<file path="config.mk">
export PLATFORM = sky130hd
export DESIGN_NAME = dll_code_stepper
export DESIGN_NICKNAME = d
export VERILOG_FILES = /design/src/rtl/dls_pkg.sv /design/src/rtl/dls_speed_table.sv /design/src/rtl/dls_next_code.sv /design/src/rtl/dls_deadband.sv /design/src/rtl/dll_code_stepper.sv
export SDC_FILE = /design/constraint.sdc
export NUM_CORES = 1
export LEC_CHECK = 0
export BUFFER_PORTS_ARGS = -buffer_cell sky130_fd_sc_hd__buf_2
export CORE_ASPECT_RATIO = 1.25
export CORE_UTILIZATION = 58
export CTS_BUF_LIST = sky130_fd_sc_hd__clkbuf_8 sky130_fd_sc_hd__clkbuf_16
export DETAILED_ROUTE_END_ITERATION = 8
export GPL_TIMING_DRIVEN = 0
export PLACE_DENSITY = 0.79
export SLEW_MARGIN = 0
export SYNTH_ARGS = -nofsm -noshare
export SYNTH_HDL_FRONTEND = slang
export SYNTH_SLANG_ARGS = --single-unit
</file>
<file path="constraint.sdc">
create_clock -name clk -period 5.9 [get_ports clk]
set_input_delay 0 -clock clk [delete_from_list [all_inputs] [get_ports clk]]
set_output_delay 0 -clock clk [all_outputs]
set_load 0.02 [all_outputs]
</file>
<file path="src/rtl/dls_pkg.sv">
package dls_pkg;

    localparam int CO_W  = 1;
    localparam int CD_W  = 2;
    localparam int TAP_W = 4;
    localparam int PI_W  = 3;

    typedef struct packed {
        logic [CO_W-1:0]  co;
        logic [CD_W-1:0]  cd;
        logic [TAP_W-1:0] tap;
        logic [PI_W-1:0]  pi;
    } dly_code_t;

    typedef struct packed {
        logic [TAP_W-1:0] tap_top;
        logic [TAP_W-1:0] t0;
        logic [PI_W-1:0]  p0;
        logic [TAP_W-1:0] t1;
        logic [PI_W-1:0]  p1;
    } spd_lim_t;

    typedef enum logic [1:0] {
        ST_IDLE    = 2'd0,
        ST_STEPPED = 2'd1,
        ST_REFUSED = 2'd2,
        ST_FAULT   = 2'd3
    } stp_state_t;

endpackage

</file>
<file path="src/rtl/dls_speed_table.sv">
module dls_speed_table
    import dls_pkg::*;
(
    input  logic [1:0] sel_i,
    output spd_lim_t   lim_o
);

    // Per clock setting: tap top and both dead-band thresholds.
    // The spare select value falls back to the slowest setting.
    always_comb begin
        unique case (sel_i)
            2'd1: begin
                lim_o.tap_top = TAP_W'(10);
                lim_o.t0      = TAP_W'(2);
                lim_o.p0      = PI_W'(6);
                lim_o.t1      = TAP_W'(8);
                lim_o.p1      = PI_W'(7);
            end
            2'd2: begin
                lim_o.tap_top = TAP_W'(13);
                lim_o.t0      = TAP_W'(3);
                lim_o.p0      = PI_W'(6);
                lim_o.t1      = TAP_W'(11);
                lim_o.p1      = PI_W'(4);
            end
            default: begin
                lim_o.tap_top = TAP_W'(12);
                lim_o.t0      = TAP_W'(3);
                lim_o.p0      = PI_W'(2);
                lim_o.t1      = TAP_W'(10);
                lim_o.p1      = PI_W'(3);
            end
        endcase
    end

endmodule

</file>
<file path="src/rtl/dls_next_code.sv">
module dls_next_code
    import dls_pkg::*;
#(
    parameter int PI_TOP = 6,
    parameter int CD_TOP = 2,
    parameter int CO_TOP = 1
) (
    input  dly_code_t        cur_i,
    input  logic [TAP_W-1:0] tap_top_i,
    output dly_code_t        up_o,
    output logic             up_ok_o,
    output dly_code_t        dn_o,
    output logic             dn_ok_o
);

    localparam logic [PI_W-1:0] PI_LIM = PI_W'(PI_TOP);
    localparam logic [CD_W-1:0] CD_LIM = CD_W'(CD_TOP);
    localparam logic [CO_W-1:0] CO_LIM = CO_W'(CO_TOP);

    // Later by one unit: phase, then tap, then clock-delay, then coarse
    // (the coarse carry hands one clock-delay unit back).
    always_comb begin
        up_o    = cur_i;
        up_ok_o = 1'b1;
        if (cur_i.pi < PI_LIM) begin
            up_o.pi = cur_i.pi + 1'b1;
        end else if (cur_i.tap < tap_top_i) begin
            up_o.pi  = '0;
            up_o.tap = cur_i.tap + 1'b1;
        end else if (cur_i.cd < CD_LIM) begin
            up_o.pi  = '0;
            up_o.tap = '0;
            up_o.cd  = cur_i.cd + 1'b1;
        end else if (cur_i.co < CO_LIM) begin
            up_o.pi  = '0;
            up_o.tap = '0;
            up_o.cd  = cur_i.cd - 1'b1;
            up_o.co  = cur_i.co + 1'b1;
        end else begin
            up_ok_o = 1'b0;
        end
    end

    // Earlier by one unit, the mirror of the above.
    always_comb begin
        dn_o    = cur_i;
        dn_ok_o = 1'b1;
        if (cur_i.pi != '0) begin
            dn_o.pi = cur_i.pi - 1'b1;
        end else if (cur_i.tap != '0) begin
            dn_o.pi  = PI_LIM;
            dn_o.tap = cur_i.tap - 1'b1;
        end else if (cur_i.cd != '0) begin
            dn_o.pi  = PI_LIM;
            dn_o.tap = tap_top_i;
            dn_o.cd  = cur_i.cd - 1'b1;
        end else if (cur_i.co != '0) begin
            dn_o.pi  = PI_LIM;
            dn_o.tap = tap_top_i;
            dn_o.cd  = cur_i.cd + 1'b1;
            dn_o.co  = cur_i.co - 1'b1;
        end else begin
            dn_ok_o = 1'b0;
        end
    end

endmodule

</file>
<file path="src/rtl/dls_deadband.sv">
module dls_deadband
    import dls_pkg::*;
(
    input  logic [TAP_W-1:0] tap_i,
    input  logic [PI_W-1:0]  pi_i,
    input  spd_lim_t         lim_i,
    output logic             en_o,
    output logic             sel_o
);

    logic below_lo;
    logic below_hi;

    assign below_lo = (tap_i < lim_i.t0) || ((tap_i == lim_i.t0) && (pi_i < lim_i.p0));
    assign below_hi = (tap_i < lim_i.t1) || ((tap_i == lim_i.t1) && (pi_i < lim_i.p1));

    always_comb begin
        if (below_lo) begin
            en_o  = 1'b1;
            sel_o = 1'b1;
        end else if (below_hi) begin
            en_o  = 1'b0;
            sel_o = 1'b0;
        end else begin
            en_o  = 1'b1;
            sel_o = 1'b0;
        end
    end

endmodule

</file>
<file path="src/rtl/dll_code_stepper.sv">
module dll_code_stepper
    import dls_pkg::*;
#(
    parameter int PI_TOP = 6,
    parameter int CD_TOP = 2,
    parameter int CO_TOP = 1
) (
    input  logic             clk,
    input  logic             rst_n,
    input  logic [1:0]       clk_sel_i,
    input  logic             step_up_i,
    input  logic             step_dn_i,
    input  logic             load_i,
    input  logic [CO_W-1:0]  load_coarse_i,
    input  logic [CD_W-1:0]  load_cdly_i,
    input  logic [TAP_W-1:0] load_tap_i,
    input  logic [PI_W-1:0]  load_pi_i,
    output logic [CO_W-1:0]  coarse_o,
    output logic [CD_W-1:0]  cdly_o,
    output logic [TAP_W-1:0] tap_o,
    output logic [PI_W-1:0]  pi_o,
    output logic             db_en_o,
    output logic             db_sel_o,
    output logic             done_o,
    output logic             err_o
);

    localparam logic [PI_W-1:0] PI_LIM = PI_W'(PI_TOP);
    localparam logic [CD_W-1:0] CD_LIM = CD_W'(CD_TOP);

    dly_code_t  code_q, up_code, dn_code, ld_code, cand;
    spd_lim_t   lim;
    logic       up_ok, dn_ok;
    logic       db_en_q, db_sel_q, db_en_n, db_sel_n;
    logic       step_req, step_ok;
    stp_state_t state_q, state_n;

    dls_speed_table u_table (
        .sel_i (clk_sel_i),
        .lim_o (lim)
    );

    dls_next_code #(
        .PI_TOP (PI_TOP),
        .CD_TOP (CD_TOP),
        .CO_TOP (CO_TOP)
    ) u_next (
        .cur_i     (code_q),
        .tap_top_i (lim.tap_top),
        .up_o      (up_code),
        .up_ok_o   (up_ok),
        .dn_o      (dn_code),
        .dn_ok_o   (dn_ok)
    );

    assign ld_code  = '{co: load_coarse_i, cd: load_cdly_i, tap: load_tap_i, pi: load_pi_i};
    assign step_req = step_up_i ^ step_dn_i;
    assign step_ok  = step_up_i ? up_ok : dn_ok;

    // Candidate code: load wins over a step.
    always_comb begin
        if (load_i) begin
            cand = ld_code;
        end else if (step_req && step_up_i) begin
            cand = up_code;
        end else if (step_req) begin
            cand = dn_code;
        end else begin
            cand = code_q;
        end
    end

    dls_deadband u_db (
        .tap_i (cand.tap),
        .pi_i  (cand.pi),
        .lim_i (lim),
        .en_o  (db_en_n),
        .sel_o (db_sel_n)
    );

    // Code and dead-band registers
    always_ff @(posedge clk or negedge rst_n) begin
        if (!rst_n) begin
            code_q   <= '0;
            db_en_q  <= 1'b1;
            db_sel_q <= 1'b1;
        end else if (load_i || (step_req && step_ok)) begin
            code_q   <= cand;
            db_en_q  <= db_en_n;
            db_sel_q <= db_sel_n;
        end
    end

    // State register
    always_ff @(posedge clk or negedge rst_n) begin
        if (!rst_n) begin
            state_q <= ST_IDLE;
        end else begin
            state_q <= state_n;
        end
    end

    // Next state
    always_comb begin
        state_n = state_q;
        if (load_i) begin
            state_n = ST_IDLE;
        end else if (step_req) begin
            state_n = step_ok ? ST_STEPPED : ST_REFUSED;
        end else begin
            unique case (state_q)
                ST_IDLE:    state_n = ST_IDLE;
                ST_STEPPED: state_n = ST_IDLE;
                ST_REFUSED: state_n = ST_FAULT;
                ST_FAULT:   state_n = ST_FAULT;
            endcase
        end
    end

    // Outputs
    always_comb begin
        done_o = 1'b0;
        err_o  = 1'b0;
        unique case (state_q)
            ST_IDLE:    ;
            ST_STEPPED: done_o = 1'b1;
            ST_REFUSED: begin
                done_o = 1'b1;
                err_o  = 1'b1;
            end
            ST_FAULT:   err_o = 1'b1;
        endcase
    end

    assign coarse_o = code_q.co;
    assign cdly_o   = code_q.cd;
    assign tap_o    = code_q.tap;
    assign pi_o     = code_q.pi;
    assign db_en_o  = db_en_q;
    assign db_sel_o = db_sel_q;

    // Assertions
    p_step_done_r8: assert property (@(posedge clk) disable iff (!rst_n)
        (!load_i && (step_up_i ^ step_dn_i)) |=> done_o);

    p_load_quiet_r9: assert property (@(posedge clk) disable iff (!rst_n)
        load_i |=> (!done_o && !err_o));

    p_both_ignored_r10: assert property (@(posedge clk) disable iff (!rst_n)
        (!load_i && step_up_i && step_dn_i) |=> ($stable(code_q) && !done_o));

    p_refuse_keeps_r6: assert property (@(posedge clk) disable iff (!rst_n)
        (done_o && err_o) |-> ($stable(code_q) && $stable(db_en_q) && $stable(db_sel_q)));

    p_dbsel_needs_en_r7: assert property (@(posedge clk) disable iff (!rst_n)
        db_sel_o |-> db_en_o);

    p_pi_up_r2: assert property (@(posedge clk) disable iff (!rst_n)
        (done_o && !err_o && $past(step_up_i) && ($past(code_q.pi) < PI_LIM))
        |-> ((code_q.pi == $past(code_q.pi) + 1'b1) && (code_q.tap == $past(code_q.tap))));

    p_cd_range_r4: assert property (@(posedge clk) disable iff (!rst_n)
        (done_o && !err_o && ($past(code_q.cd) <= CD_LIM)) |-> (code_q.cd <= CD_LIM));

endmodule

</file>
==> summary by stage <==
Outcome
The flow ran to the end, and the final reports show no timing, DRC or antenna violations.

Synthesis
Of all cell types, the one taking the most synthesized area is dfrtp_1. The netlist uses 50 different library cells. The main flop type after synthesis is dfrtp_1.

Summing the areas of all and, or, nand and nor instances in the mapped netlist gives 19.8% of the synthesized area. The post-synthesis area per instance is 7.94 um^2. In the synthesized netlist, the number of instances is 201.

After Yosys synthesis, full adders, half adders and majority gates account for 14.9% of the synthesized area. The sequential fraction of the synthesis area is 22.1%. The share of the synthesized area in compound gates (AO/OA/AOI/OAI) is 30.0%. The number of storage elements in the synthesis netlist is 14. Ranked by total cell area, the synthesized netlist is headed by dfrtp_1 19%, ha_1 15%, inv_1 5.4%.

The fraction of post-synthesis cell area in the top cell type by area is 18.8%. Of all flip-flops after synthesis, the portion carrying an async set or reset was 100%. The synthesized design contains 0 enable-type register cells. After synthesis, the largest family of logic cells by area is compound AO/OA/AOI/OAI gates. After synthesis, the share of cell area in mux cells is 4.63%. For this run, the number of Yosys warnings is 0. The post-synth design cell area is roughly 0.0016 mm^2.

Counting every net in the synthesized netlist gives 237. The xor-xnor portion of the synthesized cell area is 0%.

Power and ir drop
Across the VDD grid, the largest voltage drop is 194 uV. The switching power is 0.259 mW. The leakage component of the power is 0.880 nW. The internal portion of the total power is approximately 0.30 mW. Per report_power, the sequential group accounts for 26.6% of the total.

The power per cell area is around 300 mW/mm^2. The part of the power in the clock network is 17.3%. Combinational cells account for between 50% and 60% of the total power. Net switching is 46.5% of the power.

Timing
The maximum frequency from static timing analysis is 0.296 GHz. For the final database, setup skew stands at about 0.0012 ns. In the final timing run, aggregate negative setup slack is 0 ns. The tightest hold path in the finished design has a slack of 0.0518 ns. Setup repair after global routing left no endpoint under its margin. The measured slew at the worst slew-check pin is 0.510 ns.

The max-slew violation total from the final report is 0. The ratio of final minimum period to clock period is a little under three fifths. The number of hold violations in the final report is 0. The worst relative slew slack is 65.9%. The clock period could shrink to about 3.4 ns.

Setup violations remaining at the end of the flow were counted as 0.

Global routing
The via count of the first global-routing pass came to 1570. After global routing the overflow that remains totals 0. The maximum number of pins on one net before global-route repair is 15. The wire length of the first global-routing pass is 7.26 mm. For this run, the total global-route usage over all layers was measured as 31.9%. The initial antenna violation count is 0.

Clock tree
TritonCTS built the clock tree. The clock passes through at most 2 buffers. Buffers inserted during clock tree synthesis total 3. The buffer count from post-CTS setup fixing is 0. Clock latency on the worst-skew pair, taken at its later pin, is between 0.2 and 0.25 ns. The root buffer cell chosen for the clock tree is clkbuf_8.

The number of clock sinks seen by CTS is 14. The clock-pin transition on the worst setup and hold timing paths is ~0.06 ns. The maximum level of the CTS H-tree is 1.

Setup path
STA classifies the critical path startpoint as a flop. The category of the critical setup timing path is reg2reg. The critical path goes through ha_1 -> nand2_1 -> o21ai_1 -> a21oi_1 -> mux2_2 -> a221oi_1 -> ha_1 -> nand4b_1 -> a21oi_1 -> nor2_1 -> o31ai_1 -> a21o_1 -> a31oi_1.

On the critical path, the stage with the largest delay is an instance of a221oi_1. The endpoint type of the worst setup path is a flop. For the worst setup path, the data required time is 6.07 ns. For the worst setup path, the data arrival time is roughly 3.6 ns.

The maximum net fanout on the critical path is 9. The maximum cell stage delay along the critical path is around 0.48 ns.

Detailed routing
The routed layout has 1718 vias. The first TritonRoute pass finished after 5 iterations. The wire length per cell after detailed routing is 16.9 um.

For this block, the initial DRC count from the detailed router was 125. The post-route DRC violation count is 0. Using the TritonRoute via totals, the vias-per-cell ratio works out to 6.39.

For this block, the routed nets add up to 4.53 mm of wire. The post-route antenna net violation count is 0.

Cells and area
At the end of the flow the core is filled with cells to around 73%. The final net count is 273. The repair_antennas step left the layout with diodes totalling 0. The final cell area excluding filler cells is 0.00185 mm^2.

The share of final-layout standard cells stronger than drive strength 1 is 22.0%. The synthesis-to-layout area growth is 16.1%.

Die
The initial standard-cell utilization of the core is 63.1%. The number of placement rows is 20. The area of the core region is 0.00253 mm^2. The area of the die is 0.00297 mm^2. The width of the die is 48.9 um.

The floorplan die height is 60.6 um. For this design the top-level I/O count stands at 31.

Worst hold path
The worst hold-check path type is in2reg.

Flow run
The tool flagged a number of max-cap violations equal to 0.

Placed design
The wire-length estimate of the detail-placed layout is 3.37 mm. Summing all placed instances gives a cell area of 0.00179 mm^2. The placer congestion estimate is 0.970. The count of buffers added on input and output ports is 30.
cell type report:
type                            instances  area [um^2]
Timing Repair Buffer                   31          160
Buffer                                 10         51.3
Clock buffer                            4         55.1
Inverter                               23         86.3
Tap cell                               33         41.3
Sequential cell                        14          353
Multi-Input combinational cell        154         1100
Fill cell                             203          676
registers in the layout (all words and copies together), names as in the netlist:
register and flops:
db_en_o 1, coarse_o 1, cdly_o 2, pi_o 3
db_sel_o 1, state_q 2, tap_o 4
critical path: cells and delay by family (launching register included):
kind | cells | cell delay (ns)
AO/OA/AOI/OAI | 7 | 1.59
adder cells (fa/ha/maj) | 2 | 0.66
flip-flops | 1 | 0.47
multiplexers | 1 | 0.30
AND/OR/NAND/NOR | 3 | 0.28
cells in the mapped netlist (all sizes together) (3+ instances only):
master / number
nand3: 4
inv: 23
ha: 19
a21oi: 17
nor3b: 3
nor2: 15
a311oi: 7
clkbuf: 3
mux2: 3
and2: 3
o21a: 3
nor3: 5
a31oi: 3
nand2: 19
buf: 7
dfrtp: 12
o21ai: 12
o311ai: 3
nor2b: 5
mux2i: 4
a221oi: 3
power groups by stage:
stage	Sequential [mW]	Combinational [mW]	Clock, mW
floorplan	0.170	0.196	0
global placement	0.146	0.294	0
detailed placement	0.148	0.303	0
CTS	0.146	0.305	0.0998
global route	0.150	0.340	0.104
finish	0.148	0.312	0.0960
repair_timing:
item,in CTS,in global routing
hold buffers,1,0
gates resized for setup,0,0
endpoints found under the hold margin,14,0
metrics by stage:
stage | total power, mW | worst slack (ns) | instances
finish | 0.556 | 2.52 | 269
global route | 0.594 | 2.33 | 269
CTS | 0.552 | 2.59 | 269
detailed placement | 0.451 | 2.61 | 264
global placement | 0.440 | 2.62 | 264
floorplan | 0.366 | 2.96 | 201
worst paths after layout:
check                             to  slack [ns]      startpoint  cells after the start
min in group asynchronous  cdly_o[1]        0.21           rst_n                      2
hold reg to reg             db_sel_o        0.47        db_sel_o                      2
hold / removal             cdly_o[1]        0.05  load_cdly_i[1]                      3
setup / recovery             db_en_o        2.52        tap_o[1]                     13
setup reg to reg             db_en_o        2.52        tap_o[1]                     13
max in group asynchronous    db_en_o        5.39           rst_n                      2
routing by layer:
layer / up-vias / part of all wire [%] / GRT usage [%] / wire length [um]
met5: - / 0 / 0 / 0
met4: 0 / 1.1 / 10.1 / 50
met3: 7 / 6.6 / 2.26 / 297
met2: 88 / 51 / 60.1 / 2320
met1: 819 / 41 / 39.1 / 1860
li1: 804 / - / - / -
cell usage in the layout (no fill, tap or decap), types with 3 or more instances in the layout:
cell and n:
clkbuf_1 3, nand3_1 4, mux2i_1 4, o21ai_0 8, clkbuf_8 4, nor3_1 5
a221oi_1 3, ha_1 19, and2_1 3, a311oi_1 6, nor2_1 15, buf_2 35
nor2b_1 5, inv_1 23, a21oi_1 17, o21a_1 3, dfrtp_1 12, a31oi_1 3
o21ai_1 4, nand2_1 19
logic make-up after synthesis:
| kind of cell | count (synthesis) |
|---|---|
| simple gates | 61 |
| compound gates | 67 |
| buf+inv | 33 |
| flops | 14 |
| fa+ha+maj | 19 |
| mux | 7 |
Note: power is estimated with default switching activity, not from simulation.
